--- src/rtl/sbc_pkg.sv ---
package sbc_pkg;

   // Direction of travel for the sweep.
   typedef enum logic {
      DIR_DOWN = 1'b0,
      DIR_UP   = 1'b1
   } dir_e;

   // Tick period choice.
   typedef enum logic {
      PER_SLOW = 1'b0,
      PER_FAST = 1'b1
   } period_e;

endpackage

--- src/rtl/sbc_tick_gen.sv ---
module sbc_tick_gen #(
   parameter int unsigned CLK_HZ = 100_000_000
) (
   input  logic              clk,
   input  logic              rst,
   input  sbc_pkg::period_e  period_i,
   output logic              tick_o
);

   localparam int unsigned FAST_N = CLK_HZ / 2;
   localparam int unsigned SLOW_N = CLK_HZ;
   localparam int unsigned CW     = (SLOW_N > 2) ? $clog2(SLOW_N) : 1;
   localparam logic [CW-1:0] FAST_LIM = CW'(FAST_N - 1);
   localparam logic [CW-1:0] SLOW_LIM = CW'(SLOW_N - 1);
   localparam logic [CW-1:0] INC      = CW'(1);

   generate
      if (CLK_HZ < 2) begin : g_bad_clk
         $error("sbc_tick_gen: CLK_HZ must be at least 2");
      end
   endgenerate

   logic [CW-1:0]     cnt_q;
   logic [CW-1:0]     lim;
   sbc_pkg::period_e  period_q;
   logic              restart;

   always_comb begin
      lim     = (period_i == sbc_pkg::PER_FAST) ? FAST_LIM : SLOW_LIM;
      restart = (period_i != period_q);
      tick_o  = !restart && (cnt_q == lim);
   end

   always_ff @(posedge clk) begin
      period_q <= period_i;
      if (rst || restart || tick_o) begin
         cnt_q <= '0;
      end else begin
         cnt_q <= cnt_q + INC;
      end
   end

endmodule

--- src/rtl/sbc_step_reg.sv ---
module sbc_step_reg #(
   parameter int unsigned COUNT_W = 7,
   parameter int unsigned LIMIT   = 30
) (
   input  logic                       clk,
   input  logic                       rst,
   input  logic                       adv_i,
   input  sbc_pkg::dir_e              dir_i,
   output logic signed [COUNT_W-1:0]  count_o
);

   localparam logic signed [COUNT_W-1:0] HI  = COUNT_W'(LIMIT);
   localparam logic signed [COUNT_W-1:0] LO  = -HI;
   localparam logic signed [COUNT_W-1:0] ONE = COUNT_W'(1);

   generate
      if (COUNT_W < 2) begin : g_bad_width
         $error("sbc_step_reg: COUNT_W must be at least 2");
      end
      if (LIMIT < 1 || LIMIT > (2 ** (COUNT_W - 1)) - 1) begin : g_bad_limit
         $error("sbc_step_reg: LIMIT must fit the signed count width");
      end
   endgenerate

   logic signed [COUNT_W-1:0] count_q;
   logic signed [COUNT_W-1:0] count_nx;

   // The limit test comes before the add, so no out-of-range value is formed.
   always_comb begin
      if (dir_i == sbc_pkg::DIR_UP) begin
         count_nx = (count_q == HI) ? LO : count_q + ONE;
      end else begin
         count_nx = (count_q == LO) ? HI : count_q - ONE;
      end
   end

   always_ff @(posedge clk) begin
      if (rst) begin
         count_q <= (dir_i == sbc_pkg::DIR_UP) ? LO : HI;
      end else if (adv_i) begin
         count_q <= count_nx;
      end
   end

   assign count_o = count_q;

endmodule

--- src/rtl/sbc_led_enc.sv ---
module sbc_led_enc #(
   parameter int unsigned COUNT_W = 7,
   parameter int unsigned LED_W   = 8,
   parameter int unsigned LIMIT   = 30
) (
   input  logic signed [COUNT_W-1:0] count_i,
   output logic [LED_W-1:0]          led_o
);

   localparam logic [COUNT_W-1:0] U1 = COUNT_W'(1);

   generate
      if (LED_W < 2) begin : g_bad_led
         $error("sbc_led_enc: LED_W must be at least 2");
      end
      if ((LIMIT - 1) >= (2 ** (LED_W - 1))) begin : g_bad_fit
         $error("sbc_led_enc: magnitude code does not fit the LED field");
      end
   endgenerate

   logic               neg;
   logic [COUNT_W-1:0] mag;
   logic [COUNT_W-1:0] code;

   always_comb begin
      neg  = count_i[COUNT_W-1];
      mag  = neg ? (~$unsigned(count_i) + U1) : $unsigned(count_i);
      code = (mag == '0) ? '0 : mag - U1;
   end

   generate
      if (LED_W - 1 > COUNT_W) begin : g_pad
         assign led_o = {neg, {(LED_W - 1 - COUNT_W){1'b0}}, code};
      end else if (LED_W - 1 == COUNT_W) begin : g_exact
         assign led_o = {neg, code};
      end else begin : g_trunc
         assign led_o = {neg, code[LED_W-2:0]};
      end
   endgenerate

endmodule

--- src/rtl/sbc_sweep_counter.sv ---
module sbc_sweep_counter #(
   parameter int unsigned CLK_HZ  = 100_000_000,
   parameter int unsigned COUNT_W = 7,
   parameter int unsigned LIMIT   = 30,
   parameter int unsigned LED_W   = 8
) (
   input  logic                      clk,
   input  logic                      rst,
   input  logic                      en,
   input  logic                      dir_up,
   input  logic                      fast_sel,
   output logic signed [COUNT_W-1:0] count_o,
   output logic [LED_W-1:0]          led_o
);

   logic step_tick;
   logic step_adv;

   sbc_tick_gen #(
      .CLK_HZ (CLK_HZ)
   ) u_tick (
      .clk      (clk),
      .rst      (rst),
      .period_i (sbc_pkg::period_e'(fast_sel)),
      .tick_o   (step_tick)
   );

   assign step_adv = step_tick & en;

   sbc_step_reg #(
      .COUNT_W (COUNT_W),
      .LIMIT   (LIMIT)
   ) u_step (
      .clk     (clk),
      .rst     (rst),
      .adv_i   (step_adv),
      .dir_i   (sbc_pkg::dir_e'(dir_up)),
      .count_o (count_o)
   );

   sbc_led_enc #(
      .COUNT_W (COUNT_W),
      .LED_W   (LED_W),
      .LIMIT   (LIMIT)
   ) u_led (
      .count_i (count_o),
      .led_o   (led_o)
   );

endmodule

--- config.mk ---
export PLATFORM = sky130hd
export DESIGN_NAME = sbc_sweep_counter
export DESIGN_NICKNAME = d
export VERILOG_FILES = /design/src/rtl/sbc_pkg.sv /design/src/rtl/sbc_tick_gen.sv /design/src/rtl/sbc_step_reg.sv /design/src/rtl/sbc_led_enc.sv /design/src/rtl/sbc_sweep_counter.sv
export SDC_FILE = /design/constraint.sdc
export NUM_CORES = 1
export LEC_CHECK = 0
export ABC_AREA = 1
export BUFFER_PORTS_ARGS = -buffer_cell sky130_fd_sc_hd__buf_2
export CAP_MARGIN = 20
export CORE_MARGIN = 2
export CORE_UTILIZATION = 28
export DETAILED_ROUTE_END_ITERATION = 6
export PLACE_DENSITY = 0.45
export SETUP_SLACK_MARGIN = 0.3
export SLEW_MARGIN = 20
export SYNTH_ARGS = -nofsm -noshare
export SYNTH_HDL_FRONTEND = slang
export SYNTH_SLANG_ARGS = --single-unit
--- constraint.sdc ---
create_clock -name clk -period 2.85 [get_ports clk]
set_clock_uncertainty 0.2 [all_clocks]
set_input_delay 0 -clock clk [delete_from_list [all_inputs] [get_ports clk]]
set_output_delay 0 -clock clk [all_outputs]
set_load 0.02 [all_outputs]
======== After elaboration in Yosys (flattened, before gate mapping) ========
Index checks and enable logic that the tools add are counted.
cells by class
  multiplexer cells ....................... 9
  eq/ne operators ......................... 4
  reductions and logical operators ........ 6
  bitwise logic cells ..................... 2
  add/subtract/negate cells ............... 5
operator list
  cell                     count
  $mux W7                  8
  $add A27 B1 Y27 const B  1
  $eq A27 B27 Y1           1
  $mux W27                 1
  $eq A7 B6 Y1 const B     2
  $add A7 B1 Y7 const B    1
  $add A7 B2 Y7 const B    1
  $logic_not A7 Y1         1
  $not A7 Y7               1
  $sub A7 B1 Y7 const B    1
  $sub A7 B2 Y7 const B    1
  $logic_or A1 B1 Y1       2
  $reduce_bool A2 Y1       1
  $and A1 B1 Y1            1
  $logic_and A1 B1 Y1      1
  $logic_not A1 Y1         1
  $ne A1 B1 Y1             1
storage, ports and cells
  flip-flop bits (word level) ............. 35
  output and inout bits ................... 15
  word-level logic and storage cells ...... 29
  bits of input ports ..................... 5

======== Logic depth before layout (Yosys ltp) ========
  depth after elaboration ................. 6
  gate-level depth with buffers ........... 11
  gate-level depth less buffers ........... 11

======== Modules after synthesis ========
A second synthesis with hierarchy kept.
second synthesis, totals
  cell total of the unflattened synthesis .. 435
  area total of the unflattened synthesis .. 2707.6 sq um
by module, submodules not included
  module             cells an instance  area each (sq um)  times used  sequential area each (sq um)
  sbc_tick_gen       259                1614.0             1           560.5
  sbc_step_reg       96                 645.6              1           210.2
  sbc_led_enc        78                 440.4              1           0.0
  sbc_sweep_counter  2                  7.5                1           0.0

======== Worst setup path before layout ========
Ideal clock, no wire load.
  path kind ............................... flip-flop to flip-flop
  from .................................... reg u_tick.cnt_q[0]
  to ...................................... reg u_step.count_q[0], in the netlist u_step.count_o[0] (enable)
  cell stages (with the launch flop) ...... 8
  arrival time ............................ 1676 ps
  setup time .............................. 381 ps
  slack ................................... 593 ps
  buffers on the path ..................... 0
  clock period less this slack ............ 2257 ps
  required time ........................... 2269 ps
  cells stage by stage .................... dfxtp_1 -> ha_1 -> nand3_2 -> nor2_4 -> inv_2 -> nor2_2 -> nand2_2 -> o21ai_0
on the way
  word-level cells in the longest chain between the ends .. 4
RTL lines
  what                          RTL line                 RTL
  from (decl)                   sbc_tick_gen.sv:23       logic [CW-1:0] cnt_q;
  from (signal assigned)        sbc_tick_gen.sv:39       cnt_q <= cnt_q + INC;
  $eq A27 B27 Y1                sbc_tick_gen.sv:31       tick_o = !restart && (cnt_q == lim);
  $logic_and A1 B1 Y1           sbc_tick_gen.sv:31
  $and A1 B1 Y1                 sbc_sweep_counter.sv:28  assign step_adv = step_tick & en;
  $reduce_bool A2 Y1 (no line)  --
  to (signal assigned)          sbc_step_reg.sv:39       count_q <= (dir_i == sbc_pkg::DIR_UP) ? LO : HI;
  to (signal assigned)          sbc_step_reg.sv:41       count_q <= count_nx;
  to (decl)                     sbc_step_reg.sv:25       logic signed [COUNT_W-1:0] count_q;
No other way between the ends.
A chain may end at the register's enable or synchronous reset.

======== Worst setup path after layout ========
  from .................................... reg u_step.count_q[1], in the netlist u_step.count_o[1]
  to ...................................... reg u_step.count_q[3], in the netlist u_step.count_o[3], data pin
on the way
  word-level cells in the longest chain between the ends .. 5
  elaborated cells between the ends (all ways) .. 9
  those cells by class .................... add/sub: 2; eq/ne: 2; mux: 5
RTL lines
  what                                   RTL line                                RTL
  $sub A7 B2 Y7 (tied with other cells)  sbc_step_reg.sv:33                      count_nx = (count_q == LO) ? HI : count_q - ONE;
  $mux W7 (on tied branches)             sbc_step_reg.sv:33, sbc_step_reg.sv:31
  $mux W7 (*)                            sbc_step_reg.sv:30                      if (dir_i == sbc_pkg::DIR_UP) begin
  $mux W7 (*)                            sbc_step_reg.sv:40                      end else if (adv_i) begin
  $mux W7 (*)                            sbc_step_reg.sv:38                      if (rst) begin
Every way passes the cells marked *; elsewhere a longest branch is shown, timed or not. The select of a mux whose other input is x is not followed.

==> key figures <==
Floorplan
  – Die Ht: a little under 100 µm
  – Initial Utilization: 28.6%
  – Rows: 34
  – Die ar.: 0.00964 mm²
  – Ports: 20
  – Core area: slightly below 0.009 mm²
  – Die width: between 90 and 100 µm

Global route
  – Global-route wire length before repair: between 10,000 and 15,000 µm
  – GRT Total Usage: a little over an eighth
  – Global route overflow: 0
  – Vias in the first global route: approximately 2,200
  – Largest net degree at the start of global routing: 28
  – Initial antenna violation count: 0

Yosys
  – Avg Inst Size Synth: 6.77 µm²
  – Dominant synthesized flop cell: dfxtp_1
  – Count leader, synth: nand2_1
  – Mapped Nets: 377
  – Register bit total from synthesis: 35
  – Post-synth ARST share: 0%
  – Synthesized area: about 0.0025 mm²
  – Top cells by area, synth: dfxtp_1, nand2_1, edfxtp_1, nor2_1, inv_1
  – Synth Instances: approximately 370
  – Cell taking the most area after synthesis: dfxtp_1
  – Post-synth top area share: between 20% and 30%
  – Top post-synthesis cells by count: nand2_1, nor2_1, inv_1
  – Synth Warn #: 0
  – Synth cell types: 33
  – Seq/Total Area, Yosys: about 31%
  – Post-synth EDFFs: 7

Power and ir drop
  – Power Density: 420 mW/mm²
  – Part of the power in the clock network: 36.8%
  – Pint: between 800 and 900 µW
  – Net Switching: 349 µW
  – Share of power burned in registers: 44.5%
  – VDD IR max: approximately 150 µV
  – Combinational Power Share: 18.8%
  – Lkg Pwr: ~0.0011 µW
  – Switching share of power: ~29%

Timing
  – Setup violators final: 0
  – Tmin final: 2.34 ns
  – Share of the clock period used by the worst path: slightly above 80%
  – RSZ-0062 raised after global routing: no
  – Fin. max-slew vios: 0
  – Rel. slew slack: between 60 and 70%
  – Hold violation total from the final report: 0
  – Setup TNS: 0 ns
  – Worst-Margin Slew: between 0.5 and 0.6 ns
  – FMAX: approximately 430 MHz

Cells and area
  – Layout cells sized above 1: a little under a fifth
  – Area grow syn2layout: 16.1%
  – Antenna Cells: 0
  – Final Util: 33.2%
  – Finished Cell Area: 0.00289 mm²
  – Fin nets: about 400
  – Fill cells: around 1,000

Clock tree
  – H-tree depth: 2
  – Clock Sinks: 35
  – Clock latency on the worst-skew pair: ~0.29 ns
  – Clock tree buffer depth: 2
  – CTS buffer count: 5
  – CTS tree: built
  – CTS root buf: clkbuf_8
  – Clk slew on worst S/H paths: ~0.08 ns

Worst setup path
  – Crit path DAT: between 2 and 2.5 ns
  – CP Max Fanout: 5
  – CP Launch Type: flop
  – Setup CP Type: flop to flop
  – Worst setup EP type: flop
  – Required @ worst endpoint: 2.69 ns

Routing
  – DR vias/cell: around 4.5
  – DRT Wirelength: roughly 6300 µm
  – Drt drc: 0
  – Total number of vias: ~2,300
  – First-pass iteration count of the detailed router: 4
  – Final ANT Viol Nets: 0
  – 1st-iter DRT viols: between 70 and 80
  – Avg WL per Cell: around 12 µm

Outcome
  – Outcome: finished, final reports clean

Placement
  – Area of placed instances: 0.00266 mm²
  – Detail Placement HPWL: slightly below 5000 µm
  – GPL Wtd Cong: approximately 0.84
  – Port-buffer cells: 19

Worst hold path
  – HP Class: input port to flop

Job
  – Max Cap Viol: 0
-- critical path: stages (launching register included) --
cell           delay [ns]
edfxtp_1             0.47
buf_4                0.18
ha_1                 0.19
nand3_1              0.10
nor2_1               0.09
nor3_1               0.20
o21ai_0              0.10
dlygate4sd3_1        0.57
-- layout by cell type, fill, tap and decap left out, types with 6 or more instances in the layout --
cell type / n
nand2_1: 94
nor2_1: 49
o21ai_0: 9
nor2_2: 24
inv_1: 43
a21oi_1: 7
buf_2: 19
xnor2_1: 14
nor3_1: 12
nand3_1: 25
dfxtp_1: 28
edfxtp_1: 7
buf_4: 10
nand4_1: 6
xor2_1: 12
-- per-layer routing --
| layer | vias up | wire, µm | GRT usage (%) |
|---|---|---|---|
| met5 | - | 0 | 0 |
| met4 | 0 | 82 | 3.16 |
| met3 | 7 | 252 | 2.58 |
| met2 | 38 | 3050 | 24.3 |
| met1 | 1040 | 2910 | 16.7 |
| li1 | 1221 | - | - |
-- flip-flops by register name, summed over array words and instances (netlist names) --
register	cells
u_step.count_o	7
u_tick.cnt_q	27
u_tick.period_q	1
-- power groups by stage --
stage               logic (µW)  registers, µW  clock network [µW]
global route               254            541                 485
detailed placement         203            554                   0
global placement           204            554                   0
CTS                        209            542                 462
floorplan                  156            550                   0
finish                     227            539                 446
-- repair_timing --
action / 4_1_cts / 5_1_grt
setup buffers: 0 / 9
hold buffers: 4 / 0
endpoints found under the hold margin: 7 / 0
cloned: 0 / 0
resized for setup: 1 / 3
pin swaps: 0 / 0
setup endpoints to repair: 1 / 7
-- layout make-up --
| cell class | instances | area [µm²] | share of cell area, % |
|---|---|---|---|
| repair buffers | 33 | 210 | 7.29 |
| clock inverters | 2 | 37.5 | 1.30 |
| flip-flops and latches | 35 | 771 | 26.7 |
| clock buffers | 6 | 72.6 | 2.52 |
| inverters | 47 | 176 | 6.11 |
| multi-input cells | 279 | 1480 | 51.4 |
| well taps | 108 | 135 | 4.68 |
-- worst paths after layout --
path                startpoint                end  slack (ns)  cells after the start
max          u_step.count_o[1]  u_step.count_o[3]        0.51                      7
min                         en  u_step.count_o[0]        0.08                      4
max reg2reg  u_step.count_o[1]  u_step.count_o[3]        0.51                      7
min reg2reg    u_tick.cnt_q[0]    u_tick.cnt_q[0]        0.28                      1
-- stage by stage --
| step | worst slack, ns | hold WS [ns] | cells | total power, µW |
|---|---|---|---|---|
| final | 0.506 | 0.0789 | 510 | 1210 |
| after global routing | 0.337 | 0.0881 | 510 | 1280 |
| after CTS | 0.338 | 0.0757 | 501 | 1210 |
| after detailed placement | 0.622 | -0.0361 | 489 | 756 |
| after global placement | 0.681 | -0.0426 | 489 | 758 |
| after floorplan | 0.593 | -0.172 | 367 | 706 |
-- cell families after synthesis --
family                     after synthesis  share of synthesized area (%)
AOI/OAI and AO/OA                       20                           4.38
buffers and inverters                   53                           9.82
DFF                                     35                           31.0
adders and majority gates                5                           2.52
and+or+nand+nor                        227                           42.8
xor gates and xnor gates                27                           9.52
Note: power is estimated with default switching activity, not from simulation.
